`src/rtl/sc_ctrl_pkg.sv`:
```
package sc_ctrl_pkg;

    localparam int OPC_W    = 6;
    localparam int ALUOP_W  = 3;
    localparam int N_ROWS   = 6;
    localparam int CTRL_W   = 8 + ALUOP_W;

    // Class codes consumed by the ALU function decoder
    localparam logic [ALUOP_W-1:0] ALUC_ADD  = 3'b000;
    localparam logic [ALUOP_W-1:0] ALUC_SUB  = 3'b001;
    localparam logic [ALUOP_W-1:0] ALUC_OR   = 3'b010;
    localparam logic [ALUOP_W-1:0] ALUC_FUNC = 3'b100;

    typedef enum logic [OPC_W-1:0] {
        OPC_REG   = 6'b000000,
        OPC_JMP   = 6'b000010,
        OPC_BEQ   = 6'b000100,
        OPC_ORI   = 6'b001101,
        OPC_LOAD  = 6'b100011,
        OPC_STORE = 6'b101011
    } opcode_e;

    typedef struct packed {
        logic                wsel_rd;
        logic                bsrc_imm;
        logic                wb_mem;
        logic                rf_we;
        logic                dm_we;
        logic                br;
        logic                jmp;
        logic                sext;
        logic [ALUOP_W-1:0]  aclass;
    } ctrl_t;

    localparam ctrl_t CTRL_SAFE = '0;

    // Opcode matched by each product-term row
    function automatic logic [OPC_W-1:0] row_opcode(input int r);
        case (r)
            0:       row_opcode = OPC_REG;
            1:       row_opcode = OPC_ORI;
            2:       row_opcode = OPC_LOAD;
            3:       row_opcode = OPC_STORE;
            4:       row_opcode = OPC_BEQ;
            default: row_opcode = OPC_JMP;
        endcase
    endfunction

    // Control word each row contributes; unused points are 0
    function automatic ctrl_t row_word(input int r);
        ctrl_t w;
        w = CTRL_SAFE;
        case (r)
            0: begin
                w.wsel_rd = 1'b1;
                w.rf_we   = 1'b1;
                w.aclass  = ALUC_FUNC;
            end
            1: begin
                w.bsrc_imm = 1'b1;
                w.rf_we    = 1'b1;
                w.aclass   = ALUC_OR;
            end
            2: begin
                w.bsrc_imm = 1'b1;
                w.wb_mem   = 1'b1;
                w.rf_we    = 1'b1;
                w.sext     = 1'b1;
                w.aclass   = ALUC_ADD;
            end
            3: begin
                w.bsrc_imm = 1'b1;
                w.dm_we    = 1'b1;
                w.sext     = 1'b1;
                w.aclass   = ALUC_ADD;
            end
            4: begin
                w.br     = 1'b1;
                w.aclass = ALUC_SUB;
            end
            default: begin
                w.jmp = 1'b1;
            end
        endcase
        return w;
    endfunction

    // Column of the OR-plane: which rows drive output bit b
    function automatic logic [N_ROWS-1:0] column_mask(input int b);
        logic [N_ROWS-1:0] m;
        ctrl_t w;
        m = '0;
        for (int r = 0; r < N_ROWS; r++) begin
            w = row_word(r);
            m[r] = w[b];
        end
        return m;
    endfunction

endpackage

```
`src/rtl/sc_row_match.sv`:
```
module sc_row_match
    import sc_ctrl_pkg::*;
#(
    parameter int W    = OPC_W,
    parameter int ROWS = N_ROWS
) (
    input  logic [W-1:0]    opc,
    output logic [ROWS-1:0] hit
);
    // One full-width product term per supported opcode
    for (genvar r = 0; r < ROWS; r++) begin : g_row
        localparam logic [W-1:0] KEY = row_opcode(r);
        assign hit[r] = &(~(opc ^ KEY));
    end
endmodule

```
`src/rtl/sc_or_plane.sv`:
```
module sc_or_plane
    import sc_ctrl_pkg::*;
#(
    parameter int ROWS = N_ROWS,
    parameter int COLS = CTRL_W
) (
    input  logic [ROWS-1:0] hit,
    output logic [COLS-1:0] word
);
    for (genvar b = 0; b < COLS; b++) begin : g_col
        localparam logic [ROWS-1:0] MASK = column_mask(b);
        assign word[b] = |(hit & MASK);
    end
endmodule

```
`src/rtl/sc_main_ctrl.sv`:
```
module sc_main_ctrl
    import sc_ctrl_pkg::*;
(
    input  logic [5:0] opcode,
    output logic       reg_dst,
    output logic       alu_b_imm,
    output logic       mem_to_reg,
    output logic       reg_we,
    output logic       mem_we,
    output logic       branch,
    output logic       jump,
    output logic       ext_sign,
    output logic [2:0] alu_op
);
    logic [N_ROWS-1:0] row_hit;
    logic [CTRL_W-1:0] plane_out;
    ctrl_t             ctl;

    sc_row_match #(.W(OPC_W), .ROWS(N_ROWS)) u_match (
        .opc (opcode),
        .hit (row_hit)
    );

    sc_or_plane #(.ROWS(N_ROWS), .COLS(CTRL_W)) u_plane (
        .hit  (row_hit),
        .word (plane_out)
    );

    assign ctl        = ctrl_t'(plane_out);
    assign reg_dst    = ctl.wsel_rd;
    assign alu_b_imm  = ctl.bsrc_imm;
    assign mem_to_reg = ctl.wb_mem;
    assign reg_we     = ctl.rf_we;
    assign mem_we     = ctl.dm_we;
    assign branch     = ctl.br;
    assign jump       = ctl.jmp;
    assign ext_sign   = ctl.sext;
    assign alu_op     = ctl.aclass;
endmodule

```
`config.mk`:
```
export PLATFORM = sky130hd
export DESIGN_NAME = sc_main_ctrl
export DESIGN_NICKNAME = d
export VERILOG_FILES = /design/src/rtl/sc_ctrl_pkg.sv /design/src/rtl/sc_row_match.sv /design/src/rtl/sc_or_plane.sv /design/src/rtl/sc_main_ctrl.sv
export SDC_FILE = /design/constraint.sdc
export NUM_CORES = 1
export LEC_CHECK = 0
export ABC_CLOCK_PERIOD_IN_PS = 2500
export BUFFER_PORTS_ARGS = -buffer_cell sky130_fd_sc_hd__buf_2
export CORE_AREA = 5 5 42 44
export DETAILED_ROUTE_END_ITERATION = 8
export DIE_AREA = 0 0 47 49
export PLACE_DENSITY = 0.31
export SLEW_MARGIN = 10
export SYNTH_ARGS = -nofsm -noshare
export SYNTH_HDL_FRONTEND = slang
export SYNTH_SLANG_ARGS = --single-unit
```
`constraint.sdc`:
```
create_clock -name vclk -period 2.5
set_clock_uncertainty 0.05 [all_clocks]
set_input_delay 0.125 -clock vclk [all_inputs]
set_output_delay 0.125 -clock vclk [all_outputs]
set_load 0.01 [all_outputs]
```
# After elaboration in Yosys (flattened, before gate mapping)
# Index checks and enable logic that the tools add are counted.
[classes] bitwise=11 reduce_logical=9
[ops] cell="$not A6 Y6" count=6
[ops] cell="$reduce_and A6 Y1" count=6
[ops] cell="$not A3 Y3" count=2
[ops] cell="$reduce_or A3 Y1" count=2
[ops] cell="$not A4 Y4" count=1
[ops] cell="$not A1 Y1" count=2
[ops] cell="$reduce_or A2 Y1" count=1
[totals] regBits=0 input_bits=6 output_inout_bits=11 word_cells=20

# Depth between registers and ports, before layout
# Gate-level depths: netlist (run 1).
[depth] word_depth=4 depth_mapped=3 ltp_nobuf=3

# Hierarchy
# A second synthesis (run 1) with hierarchy kept.
[hier_totals] cells_unflattened=22 hier_area_um2=157.7
[by_module_without_submodules] module="sc_or_plane" n_inst=1 cells_per_inst=11 area_each_um2=78.8 seq_area_each_um2=0.0
[by_module_without_submodules] module="sc_row_match" n_inst=1 cells_per_inst=11 area_each_um2=78.8 seq_area_each_um2=0.0

# Least setup slack after synthesis (run 1)
# Ideal clock, no wire load.
[synth_path] path_type="input-to-output" startpoint="input opcode[5]" endpoint="output alu_op[0]" arrival_time_ps=1065 required_time_ps=2325 slack_ps=1260 path_stages=3 path_buffers=1 path_cell_list="or3_4 > nor4b_2 > buf_4"
[synth_via] elab_chain_len=2
[synth_rtl] element="from (decl)" line="sc_main_ctrl.sv:4" text="input logic [5:0] opcode,"
[synth_rtl] element="$not A6 Y6" line="sc_row_match.sv:13" text="assign hit[r] = &(~(opc ^ KEY));"
[synth_rtl] element="$reduce_and A6 Y1" line="sc_row_match.sv:13"
[synth_rtl] element="to (decl)" line="sc_main_ctrl.sv:13" text="output logic [2:0] alu_op"
# Every way passes these cells.

# Final worst setup path (run 1)
[layout_path] startpoint="input opcode[5]" endpoint="output branch"
[layout_via] elab_chain_len=2
[layout_rtl] element="$not A6 Y6" line="sc_row_match.sv:13"
[layout_rtl] element="$reduce_and A6 Y1" line="sc_row_match.sv:13"
[layout_rtl] element="to (decl)" line="sc_main_ctrl.sv:10" text="output logic branch,"
# Every way passes these cells.

==> results of run 1 <==
==> cell families after synthesis <==
group | share of synthesized area (%)
and+or+nand+nor | 81.4
buffers and inverters | 10.6
AOI/OAI and AO/OA | 7.96
==> critical path, stage by stage <==
cell     delay (ns)
buf_2          0.13
or3_4          0.41
nor4b_2        0.27
buf_2          0.18
==> cell usage after synthesis <==
cell type / n / area [µm²]
a21oi_1: 1 / 5.00
a31oi_1: 1 / 6.26
and2_1: 1 / 6.26
and3b_1: 1 / 8.76
buf_4: 2 / 15.0
nand3_1: 1 / 5.00
nand4b_1: 1 / 8.76
nor2_1: 4 / 15.0
nor3_1: 1 / 5.00
nor3b_1: 1 / 7.51
nor4b_2: 2 / 30.0
or2_2: 1 / 6.26
or3_4: 2 / 22.5
==> power breakdown <==
group	switching, W	total (W)	leakage, nW	internal (W)
registers	0	0	0	0
clock network	0	0	0	0
logic	0.0000123	0.0000224	0.122	0.0000101
total	0.0000123	0.0000224	0.122	0.0000101
==> worst max-delay path by stage <==
| stage | from | to | slack, ns | cells past startpoint |
|---|---|---|---|---|
| finish | opcode[5] | branch | 1.21 | 4 |
| global route | opcode[5] | alu_op[0] | 1.10 | 4 |
| CTS | opcode[5] | alu_op[0] | 1.17 | 4 |
| detailed placement | opcode[5] | alu_op[0] | 1.17 | 4 |
| global placement | opcode[5] | branch | 1.19 | 4 |
| floorplan | opcode[5] | alu_op[0] | 1.26 | 3 |
==> placed cells by master (no fill, tap or decap) <==
cell	instances
or2_2	1
nand3_1	1
nand4b_1	1
nor2_1	4
nor3_1	1
or3_4	2
a31oi_1	1
and3b_1	1
nor4b_2	2
a21oi_1	1
buf_2	17
nor3b_1	1
and2_1	1
==> through the flow <==
step            power [W]  instance area [µm²]  utilization [%]
2_1_floorplan  0.00000963                  141                -
3_3_place_gp    0.0000230                  231             16.5
3_5_place_dp    0.0000225                  231             16.5
4_1_cts         0.0000226                  231             16.5
5_1_grt         0.0000258                  231             16.5
6_report        0.0000224                  231             16.5
==> per-layer routing <==
| layer | part of all wire (%) | up-vias | GRT usage [%] |
|---|---|---|---|
| li1 | - | 101 | - |
| met1 | 47 | 92 | 8.26 |
| met2 | 37 | 15 | 7.24 |
| met3 | 15 | 0 | 1.11 |
| met4 | 0 | 0 | 0 |
| met5 | 0 | - | 0 |
==> area by class of cell <==
type,instances,area (µm²),area share (%)
well taps,16,20.0,8.65
multi-input cells,17,126,54.6
repair buffers,17,85.1,36.8
==> qor.yml, run 1 <==
outcome: "finished, final reports clean"
ir_drop_v: 0.0000356
fin_setup_tns_ns: 0
grt_overflow_total: 0
finalCritPeriodShare_pct: 51.7
antenna_found_initial: 0
slew_headroom_pct: 82.9
die_w_um: 47
cts_hold_buf: 0
ys_types: 13
setup_violations: 0
avgRoutedWirePerCell_um: 10.4
power_density_nw_per_um2: 96.9
viasPerCell: 4.16
cp-start-kind: "primary input"
hpwlAfterDp_um: 445
fin_cells: 50
hold_class: "primary input to output port"
rows: 14
max_freq_ghz: 0.773
min_to: "jump"
first_iter_violations: 7
cts_resized: 0
path_max_fanout: 5
hold_violations: 0
seq_cells: 0
rsz0062_at_grt: "no"
holdPathStages: 3
syn-num-nets: 25
post-place-ws_ns: 1.17
core_um2: 1400
boundaryPins: 17
holdWs_ns: 0.499
synth.avg_cell_area_um2: 7.44
end_kind: "output port"
clockBufferCount: 0
p_leak_nw: 0.122
grt_pass1_wl_um: 959
cp.arrival_ns: 1.12
syn_inst: 19
die_h_um: 49
grt_usage_pct: 5.12
fillers: 174
num_antenna_cells: 0
period_needed_ns: 1.29
gp_congestion: 0.658
grt_pass1_vias: 219
maxSlewViolCount: 0
post-cts-setup-buffers: 0
yosys_warnings: 0
area_growth_pct: 63.7
crit_type: "primary input to output port"
die_area_um2: 2300
drtAntennaViolNets: 0
drt-total-wl_um: 518
holdCritStartpoint: "opcode[4]"
start_util_pct: 10.1
grt_max_degree: 8
vias: 208
tightest_slew_ns: 0.256
io_buffers: 17
final-seq-area_um2: 0
fin_ws_ns: 1.21
drv_cap: 0
crit_required_ns: 2.33
ys_seq_area_share_pct: 0
syn_area_um2: 141
dp_cells: 50
route.detailed.drc: 0
num-nets-final: 42
drive_above_1_share_pct: 64.7
dr.pass1.iters: 4
No activity file was read; power rests on OpenSTA's default activity.
==> inputs of run 2 (changes only) <==
Settings changed: ABC_CLOCK_PERIOD_IN_PS 2500 to 1300.
Clock period 2.5 ns to 1.3 ns, I/O delays scaled along.
==> run 2 against run 1 <==
Against the previous run: critical path depth did not move; via count fell by 6.3%; global-route usage fell by 0.84 points; sequential share of layout area did not move; cell area rose by 3.2%.
==> qor.yml, run 2 (synthesis gave the netlist of run 1 again) <==
outcome: "finished, final reports clean"
final-seq-area_um2: 0  # unchanged
cp_cell_sequence: "buf_2 -> or3_4 -> nor4b_2 -> buf_2"
start_util_pct: 10.1  # unchanged
boundaryPins: 17  # unchanged
grt_pass1_vias: 188  # -14%
cts_hold_buf: 0  # unchanged
critPathSlowestCell: "or3_4"
die_area_um2: 2300  # unchanged
vias: 195  # -6.3%
crit_buf_inv: 2  # unchanged
cp-start-kind: "primary input"
first_iter_violations: 4  # -3
grt_max_degree: 7  # -1
power.total_w: 0.0000449  # +100%
fillers: 172  # -1.1%
layout_commonest_cell: "buf_2"
post-place-ws_ns: 0.134  # -1.03 ns
drtAntennaViolNets: 0  # unchanged
clockBufferCount: 0  # unchanged
viasPerCell: 3.82  # -8.1%
holdWs_ns: 0.370  # -0.128 ns
postLayoutCoreUtil_pct: 17.1  # +0.54 points
crit_required_ns: 1.19  # -1.14 ns
drive_above_1_share_pct: 65.7  # +1.0 points
fin_ws_ns: 0.157  # -1.05 ns
holdPathStages: 3  # unchanged
drv_cap: 0  # unchanged
cts_resized: 0  # unchanged
num-nets-final: 43  # +2.4%
grt_pass1_wl_um: 807  # -16%
rows: 14  # unchanged
critPathMaxStageDelay_ns: 0.40  # about the same
cp_common_cell: "buf_2"
ir_drop_v: 0.0000909  # +160%
tightest_slew_ns: 0.233  # -0.0232 ns
holdCritStartpoint: "opcode[4]"
route.detailed.drc: 0  # unchanged
power_density_nw_per_um2: 188  # +94%
fin_setup_tns_ns: 0  # unchanged
gp_congestion: 0.653  # -0.73%
die_w_um: 47  # unchanged
period_needed_ns: 1.14
antenna_found_initial: 0  # unchanged
dr.pass1.iters: 3  # -1
drt-total-wl_um: 478  # -7.7%
num_antenna_cells: 0  # unchanged
maxSlewViolCount: 0  # unchanged
hpwlAfterDp_um: 411  # -7.7%
crit_type: "primary input to output port"
layout_common_cells: "buf_2, nor2_1, or3_4, nor4b_2"
hold_class: "primary input to output port"
min_to: "jump"
end_kind: "output port"
seq_cells: 0  # unchanged
cpLargestDelayFamily: "simple AND/OR/NAND/NOR gates"
die_h_um: 49  # unchanged
avgRoutedWirePerCell_um: 9.37  # -9.5%
path_max_fanout: 5  # unchanged
rsz0062_at_grt: "no"
slew_headroom_pct: 84.4  # +1.6 points
post-cts-setup-buffers: 0  # unchanged
core_um2: 1400  # unchanged
startpoint: "opcode[5]"
io_buffers: 17  # unchanged
area_growth_pct: 69.0
finalCritPeriodShare_pct: 87.9
grt_overflow_total: 0  # unchanged
hold_violations: 0  # unchanged
cp.arrival_ns: 1.03  # -0.09 ns
max_freq_ghz: 0.875
p_leak_nw: 0.127  # +3.9%
setup_violations: 0  # unchanged
grt_usage_pct: 4.28  # -0.84 points
## run 2: cell type report
type                            count  area [µm²]  area share (%)
Timing Repair Buffer               18        92.6            38.7
Tap cell                           16        20.0            8.38
Multi-Input combinational cell     17         126            52.9
## run 2: power breakdown
| part | switching [W] | internal, W | total [W] | leakage, nW |
|---|---|---|---|---|
| clock network | 0 | 0 | 0 | 0 |
| logic | 0.0000234 | 0.0000214 | 0.0000449 | 0.127 |
| registers | 0 | 0 | 0 | 0 |
| total | 0.0000234 | 0.0000214 | 0.0000449 | 0.127 |
## run 2: worst max path at each step
stage / end / slack (ns) / cells past startpoint
after floorplan: alu_op[0] / 0.18 / 3
after CTS: branch / 0.13 / 4
final: branch / 0.16 / 4
after global placement: alu_op[0] / 0.15 / 4
after detailed placement: branch / 0.13 / 4
after global routing: alu_op[0] / 0.08 / 4
## run 2: stage by stage
| stage | cells | area [µm²] |
|---|---|---|
| final | 51 | 239 |
| after global routing | 51 | 239 |
| after CTS | 51 | 239 |
| after detailed placement | 51 | 239 |
| after global placement | 51 | 239 |
| after floorplan | 19 | 141 |
## run 2: routing by layer
metal	track usage, %	vias to the layer above	wire length [µm]
met4	0	0	0
met5	0	-	0
met3	0.738	0	69
met1	7.39	77	264
met2	5.66	15	144
li1	-	103	-
